==> config.mk <==
export PLATFORM = sky130hd
export DESIGN_NAME = timed_req_gate
export DESIGN_NICKNAME = d
export VERILOG_FILES = /design/src/rtl/treq_pkg.sv /design/src/rtl/treq_time_cmp.sv /design/src/rtl/treq_hold.sv /design/src/rtl/timed_req_gate.sv
export SDC_FILE = /design/constraint.sdc
export NUM_CORES = 1
export LEC_CHECK = 0
export ABC_AREA = 1
export BUFFER_PORTS_ARGS = -buffer_cell sky130_fd_sc_hd__buf_4
export CORE_UTILIZATION = 44
export CTS_BUF_LIST = sky130_fd_sc_hd__clkbuf_8
export DETAILED_ROUTE_END_ITERATION = 10
export PLACE_DENSITY = 0.88
export SKIP_CTS_REPAIR_TIMING = 1
export SYNTH_ARGS = -nofsm -noshare
export SYNTH_HDL_FRONTEND = slang
export SYNTH_SLANG_ARGS = --single-unit
==> constraint.sdc <==
create_clock -name clk -period 2.6 [get_ports clk]
set_input_delay 0.52 -clock clk [delete_from_list [all_inputs] [get_ports clk]]
set_output_delay 0.52 -clock clk [all_outputs]
set_load 0.1 [all_outputs]
==> src/rtl/treq_pkg.sv <==
package treq_pkg;

    // Occupancy of the single request holding slot
    typedef enum logic [1:0] {
        SLOT_EMPTY   = 2'd0,
        SLOT_UNTIMED = 2'd1,
        SLOT_TIMED   = 2'd2
    } slot_e;

endpackage

==> src/rtl/treq_time_cmp.sv <==
module treq_time_cmp #(
    parameter int TIME_W  = 64,
    parameter int SHIFT_W = 3
) (
    input  logic [TIME_W-1:0]  now,
    input  logic               now_vld,
    input  logic [SHIFT_W-1:0] ign,
    input  logic [TIME_W-1:0]  target,
    output logic               reached
);
    logic [TIME_W-1:0] keep_mask;
    logic [TIME_W-1:0] now_m;
    logic [TIME_W-1:0] tgt_m;

    // Clear the low ign bits of both operands
    always_comb begin
        for (int i = 0; i < TIME_W; i++) begin
            keep_mask[i] = (i >= int'(ign));
        end
        now_m   = now & keep_mask;
        tgt_m   = target & keep_mask;
        reached = now_vld && (now_m >= tgt_m);
    end

endmodule

==> src/rtl/treq_hold.sv <==
module treq_hold
    import treq_pkg::*;
#(
    parameter int ADDR_W = 20,
    parameter int DATA_W = 32,
    parameter int BE_W   = 4,
    parameter int TIME_W = 64
) (
    input  logic              clk,
    input  logic              rst,
    input  logic              s_wr,
    input  logic              s_rd,
    input  logic [ADDR_W-1:0] s_addr,
    input  logic [DATA_W-1:0] s_data,
    input  logic [BE_W-1:0]   s_be,
    input  logic              s_has_time,
    input  logic [TIME_W-1:0] s_time,
    output logic [TIME_W-1:0] held_time,
    input  logic              time_reached,
    output logic              m_wr,
    output logic              m_rd,
    output logic [ADDR_W-1:0] m_addr,
    output logic [DATA_W-1:0] m_data,
    output logic [BE_W-1:0]   m_be
);
    typedef struct packed {
        slot_e             slot;
        logic              wr;
        logic              rd;
        logic [ADDR_W-1:0] addr;
        logic [DATA_W-1:0] data;
        logic [BE_W-1:0]   be;
        logic [TIME_W-1:0] ttime;
    } hold_t;

    hold_t hold_d, hold_q;
    logic  go;
    logic  accept;

    always_comb begin
        hold_d = hold_q;
        go     = (hold_q.slot == SLOT_UNTIMED) ||
                 ((hold_q.slot == SLOT_TIMED) && time_reached);
        accept = (s_wr || s_rd) && ((hold_q.slot == SLOT_EMPTY) || go);
        if (accept) begin
            hold_d.slot  = s_has_time ? SLOT_TIMED : SLOT_UNTIMED;
            hold_d.wr    = s_wr;
            hold_d.rd    = s_rd;
            hold_d.addr  = s_addr;
            hold_d.data  = s_data;
            hold_d.be    = s_be;
            hold_d.ttime = s_time;
        end else if (go) begin
            hold_d.slot  = SLOT_EMPTY;
        end
    end

    always_ff @(posedge clk) begin
        if (rst) begin
            hold_q      <= '0;
            hold_q.slot <= SLOT_EMPTY;
        end else begin
            hold_q <= hold_d;
        end
    end

    assign held_time = hold_q.ttime;
    assign m_wr      = go && hold_q.wr && !rst;
    assign m_rd      = go && hold_q.rd && !rst;
    assign m_addr    = hold_q.addr;
    assign m_data    = hold_q.data;
    assign m_be      = hold_q.be;

    // an untimed request is issued on the next cycle
    a_r1_untimed_next: assert property (@(posedge clk) disable iff (rst)
        (accept && !s_has_time) |=> (m_wr || m_rd));

    // payload stays put while a request waits
    a_r6_hold_stable: assert property (@(posedge clk) disable iff (rst)
        ((hold_q.slot != SLOT_EMPTY) && !go) |=>
            ($stable(m_addr) && $stable(m_data) && $stable(m_be)));

    // an issue lasts one cycle unless a new request came in
    a_r7_single_pulse: assert property (@(posedge clk) disable iff (rst)
        ((m_wr || m_rd) && !(s_wr || s_rd)) |=> !(m_wr || m_rd));

    // nothing is issued in the first cycle after reset
    a_r9_reset_quiet: assert property (@(posedge clk) disable iff (rst)
        $past(rst) |-> (!m_wr && !m_rd));

endmodule

==> src/rtl/timed_req_gate.sv <==
module timed_req_gate #(
    parameter int ADDR_W   = 20,
    parameter int DATA_W   = 32,
    parameter int TIME_W   = 64,
    parameter int SHIFT_W  = 3,
    parameter int STATUS_W = 2,
    localparam int BE_W    = DATA_W / 8
) (
    input  logic                clk,
    input  logic                rst,
    input  logic [TIME_W-1:0]   time_now,
    input  logic                time_vld,
    input  logic [SHIFT_W-1:0]  ign_bits,
    input  logic                s_wr,
    input  logic                s_rd,
    input  logic [ADDR_W-1:0]   s_addr,
    input  logic [DATA_W-1:0]   s_data,
    input  logic [BE_W-1:0]     s_be,
    input  logic                s_has_time,
    input  logic [TIME_W-1:0]   s_time,
    output logic                s_ack,
    output logic [STATUS_W-1:0] s_status,
    output logic [DATA_W-1:0]   s_rdata,
    output logic                m_wr,
    output logic                m_rd,
    output logic [ADDR_W-1:0]   m_addr,
    output logic [DATA_W-1:0]   m_data,
    output logic [BE_W-1:0]     m_be,
    input  logic                m_ack,
    input  logic [STATUS_W-1:0] m_status,
    input  logic [DATA_W-1:0]   m_rdata
);
    logic [TIME_W-1:0] held_time;
    logic              time_reached;

    treq_time_cmp #(
        .TIME_W  (TIME_W),
        .SHIFT_W (SHIFT_W)
    ) u_cmp (
        .now     (time_now),
        .now_vld (time_vld),
        .ign     (ign_bits),
        .target  (held_time),
        .reached (time_reached)
    );

    treq_hold #(
        .ADDR_W (ADDR_W),
        .DATA_W (DATA_W),
        .BE_W   (BE_W),
        .TIME_W (TIME_W)
    ) u_hold (
        .clk          (clk),
        .rst          (rst),
        .s_wr         (s_wr),
        .s_rd         (s_rd),
        .s_addr       (s_addr),
        .s_data       (s_data),
        .s_be         (s_be),
        .s_has_time   (s_has_time),
        .s_time       (s_time),
        .held_time    (held_time),
        .time_reached (time_reached),
        .m_wr         (m_wr),
        .m_rd         (m_rd),
        .m_addr       (m_addr),
        .m_data       (m_data),
        .m_be         (m_be)
    );

    // Response path back to the requester
    assign s_ack    = m_ack;
    assign s_status = m_status;
    assign s_rdata  = m_rdata;

    // without valid time only a just-accepted untimed request may issue
    a_r3_no_issue_invalid_time: assert property (@(posedge clk) disable iff (rst)
        ((m_wr || m_rd) && !time_vld) |-> $past((s_wr || s_rd) && !s_has_time));

endmodule

==> flow_summary.rst <==
.. list-table::
   :header-rows: 1

   * - Metric
     - Value
   * - Cell total after placement
     - 1290
   * - X dimension of the die
     - ~130 um
   * - IR Drop Worst-Case VDD
     - 489 uV
   * - CP startpoint kind
     - flop
   * - Number of placement rows
     - 46
   * - Global-route usage over all layers
     - 0.215
   * - CTS buffer count
     - 17
   * - Area share of the leading cell type in the synthesized netlist
     - 0.347
   * - Share of the clock period used by the worst path
     - 1.18
   * - Synth-to-Final Area Change
     - 32.2%
   * - Leakage power total
     - roughly 4.3 nW
   * - Critical path's most frequent cell
     - nand2_4
   * - Final hold viol count
     - 0
   * - Fraction of layout cells with a size suffix above 1
     - 0.358
   * - Initial detailed-routing violation count
     - 325
   * - Post-synthesis instance area
     - just over 0.007 sq mm
   * - Failing checks
     - setup timing
   * - First-pass GRT wire length
     - 28400 um
   * - PD cells
     - 588 mW/mm^2
   * - Number of sinks handled by clock tree synthesis
     - 124
   * - Post-Route Hold Slack
     - between 0.3 and 0.4 ns
   * - Max Clk Rate
     - 327 MHz
   * - Run status
     - complete, but fails checks
   * - Critical path origin
     - u_hold.held_time[15]$_SDFFE_PP0P_
   * - R2r setup slk
     - approximately 0.02 ns
   * - Number of failing setup endpoints in the final timing report
     - 2
   * - Max-cap violations
     - 0
   * - Clk_lat worst skew
     - 0.43 ns
   * - Count of input and output buffers
     - 250
   * - Average wire per cell in the routed design
     - 15.6 um
   * - Data arrival time at the worst-slack endpoint
     - 2.54 ns
   * - Critical setup path kind
     - reg2out
   * - Count of cells along the worst hold path
     - 3
   * - Post-route design area
     - 0.00946 sq mm
   * - Area contributors post-synth
     - dfxtp_1 35%, ha_1 11%, nand2_1 10%
   * - Clock tree from TritonCTS
     - built
   * - Maximum number of pins on one net before global-route repair
     - between 100 and 150
   * - RR Startpoint
     - u_hold.held_time[15]$_SDFFE_PP0P_
   * - Critical path's slowest cell
     - dfxtp_2
   * - Count of mapped cells out of synthesis
     - 953
   * - Aggregate negative setup slack
     - -0.903 ns
   * - Critical path fanouts, max
     - 3
   * - DR vias
     - 6875
   * - RSZ-0062 raised after global routing
     - yes
   * - Utilization of the core after routing
     - 0.596
   * - Clock Path Buffers
     - 2
   * - Seq/Total Area, Yosys
     - 0.347
   * - Total power
     - ~5.6 mW
   * - Overflow left after global routing
     - 0
   * - Required time of the worst setup path
     - 2.08 ns
   * - Placeable core region
     - 0.0159 sq mm
   * - #FFs+latches synth
     - 124
   * - Cell type with the largest total area after synthesis
     - dfxtp_1
   * - Largest stage delay, worst path
     - around 0.35 ns
   * - Cell variety after synth
     - 29
   * - Number of buffers and inverters on the critical path
     - 5
   * - Initial antenna violation count
     - 2
   * - Largest delay contributor family on the critical path
     - simple AND/OR/NAND/NOR gates
   * - Critical Path Sink Type
     - output port
   * - Instance area at placement
     - 0.00853 sq mm
   * - Worst relative slew slack
     - 0.561
   * - # DRC
     - 0
   * - Weighted congestion reported at the end of routability-driven placement
     - 0.797
   * - Final slew viol count
     - 0
   * - Nets@finish
     - 1398
   * - Cells along the critical path
     - inv_2, ha_4, nand4_1, buf_4, buf_4, inv_2, a21oi_2, nand2_1, nand2_1, nand2_2, nand2_2, nand2_4, nand2_4, nand2_4, nand2_4, nor2_4, buf_12
   * - Synth Net Count
     - 1245
   * - Via count of the first global-routing pass
     - 6249
   * - Count of synthesis-stage warnings from yosys
     - 0
   * - Total Routed Length
     - 20800 um
   * - Clock Skews
     - 0.0134 ns
   * - Number of cells traversed by the worst register-to-register path
     - 20
   * - HPWL after DPL
     - 13200 um
   * - Vias per Instance
     - just over 5
   * - Hold Path End
     - u_hold.m_addr[18]$_SDFFE_PP0P_
   * - Total I/O pin count
     - 321
   * - Clock transition time at the flip-flop clock pins of the worst setup and hold paths
     - 0.09 ns
   * - Non-filler instance count after layout
     - about 1300
   * - Type of the worst min-delay path
     - in2reg
   * - DR pass1 iterations
     - 5
   * - H-Tree Depth
     - 4
   * - Capture point of the worst reg-to-reg path
     - u_hold.held_time[49]$_SDFFE_PP0P_
   * - Transition time at the pin with the least slew margin
     - between 0.6 and 0.7 ns
   * - Fin crit period
     - around 3.1 ns
   * - Average size of a mapped cell
     - 7.51 sq um
   * - Hold path start
     - s_addr[18]
   * - Smallest setup slack after layout
     - -0.458 ns
   * - Post-placement setup slack
     - -0.487 ns
   * - Effective utilization at floorplan
     - 0.451
   * - Post-route antenna net violation count
     - 0
   * - Vertical extent of the die
     - 130 um
   * - Root buffer selected by CTS
     - clkbuf_8
   * - Overall die area
     - 0.0168 sq mm
-- cells in the final DEF, fill, tap and decap left out, types with 18 or more instances in the layout --
master and n:
a21oi_1 146, ha_1 54, dfxtp_2 18, dfxtp_1 106
nand3_1 111, inv_1 69, buf_4 260, nor2_1 18
nand2_1 190
-- cells by family after synthesis --
logic type,after synthesis,share of synthesized area
compound gates,162,0.114
simple gates,379,0.244
flops,124,0.347
buf+inv,224,0.183
fa+ha+maj,64,0.112
-- worst max-delay path by stage --
stage	endpoint	slack, ns	depth (start not counted)
after floorplan	m_rd	-0.30	19
after global placement	m_rd	-0.47	21
after detailed placement	m_rd	-0.49	20
after CTS	m_rd	-0.67	17
after global routing	m_wr	-0.60	16
final	m_wr	-0.46	17
-- metal layers --
metal	track usage	wire [um]	vias up
li1	-	-	3354
met1	0.239	8180	3195
met2	0.377	10500	270
met3	0.0694	1510	56
met4	0.0896	618	0
met5	0	0	-
-- registers in the layout, indices dropped and copies added, names as in the netlist --
register / cells
u_hold.m_addr: 20
u_hold.m_be: 4
u_hold.held_time: 64
u_hold.hold_q: 4
u_hold.m_data: 32
-- layout make-up --
type	count	area, sq um
clock inverter	15	154
timing repair buffer	278	2350
antenna	2	5.00
sequential	124	2500
inverter	79	299
tap	216	270
fill	1369	6420
multi-input combinational	606	3640
clock buffer	17	234
-- cell usage after synthesis --
cell      instances
nand2_1         200
a21oi_1         149
dfxtp_1         124
nand3_1         113
buf_4            95
inv_1            79
ha_1             64
nor2_1           29
clkbuf_1         27
nand3_2          15
buf_2            12
o21ai_0          10
buf_6             8
nand4_1           6
and3_1            4
a21o_1            2
buf_8             2
nand2_4           2
nor3_1            2
and2_1            1
buf_12            1
nand2_2           1
nand2_8           1
nand3b_1          1
nor3_2            1
nor3b_1           1
nor3b_2           1
o21a_1            1
or2_2             1
-- worst min-delay path, delay by kind of cell --
family | cells | cell delay, ns
buffers and inverters | 1 | 0.11
AOI/OAI and AO/OA | 1 | 0.06
and+or+nand+nor | 1 | 0.05
-- report_power, final --
group | internal, mW | switching [mW] | total (mW) | leakage, nW
combinational | 0.659 | 1.10 | 1.76 | 3.10
clock | 0.790 | 0.895 | 1.69 | 0.188
sequential | 2.05 | 0.0781 | 2.13 | 1.03
(Power assumes the default switching activity.)
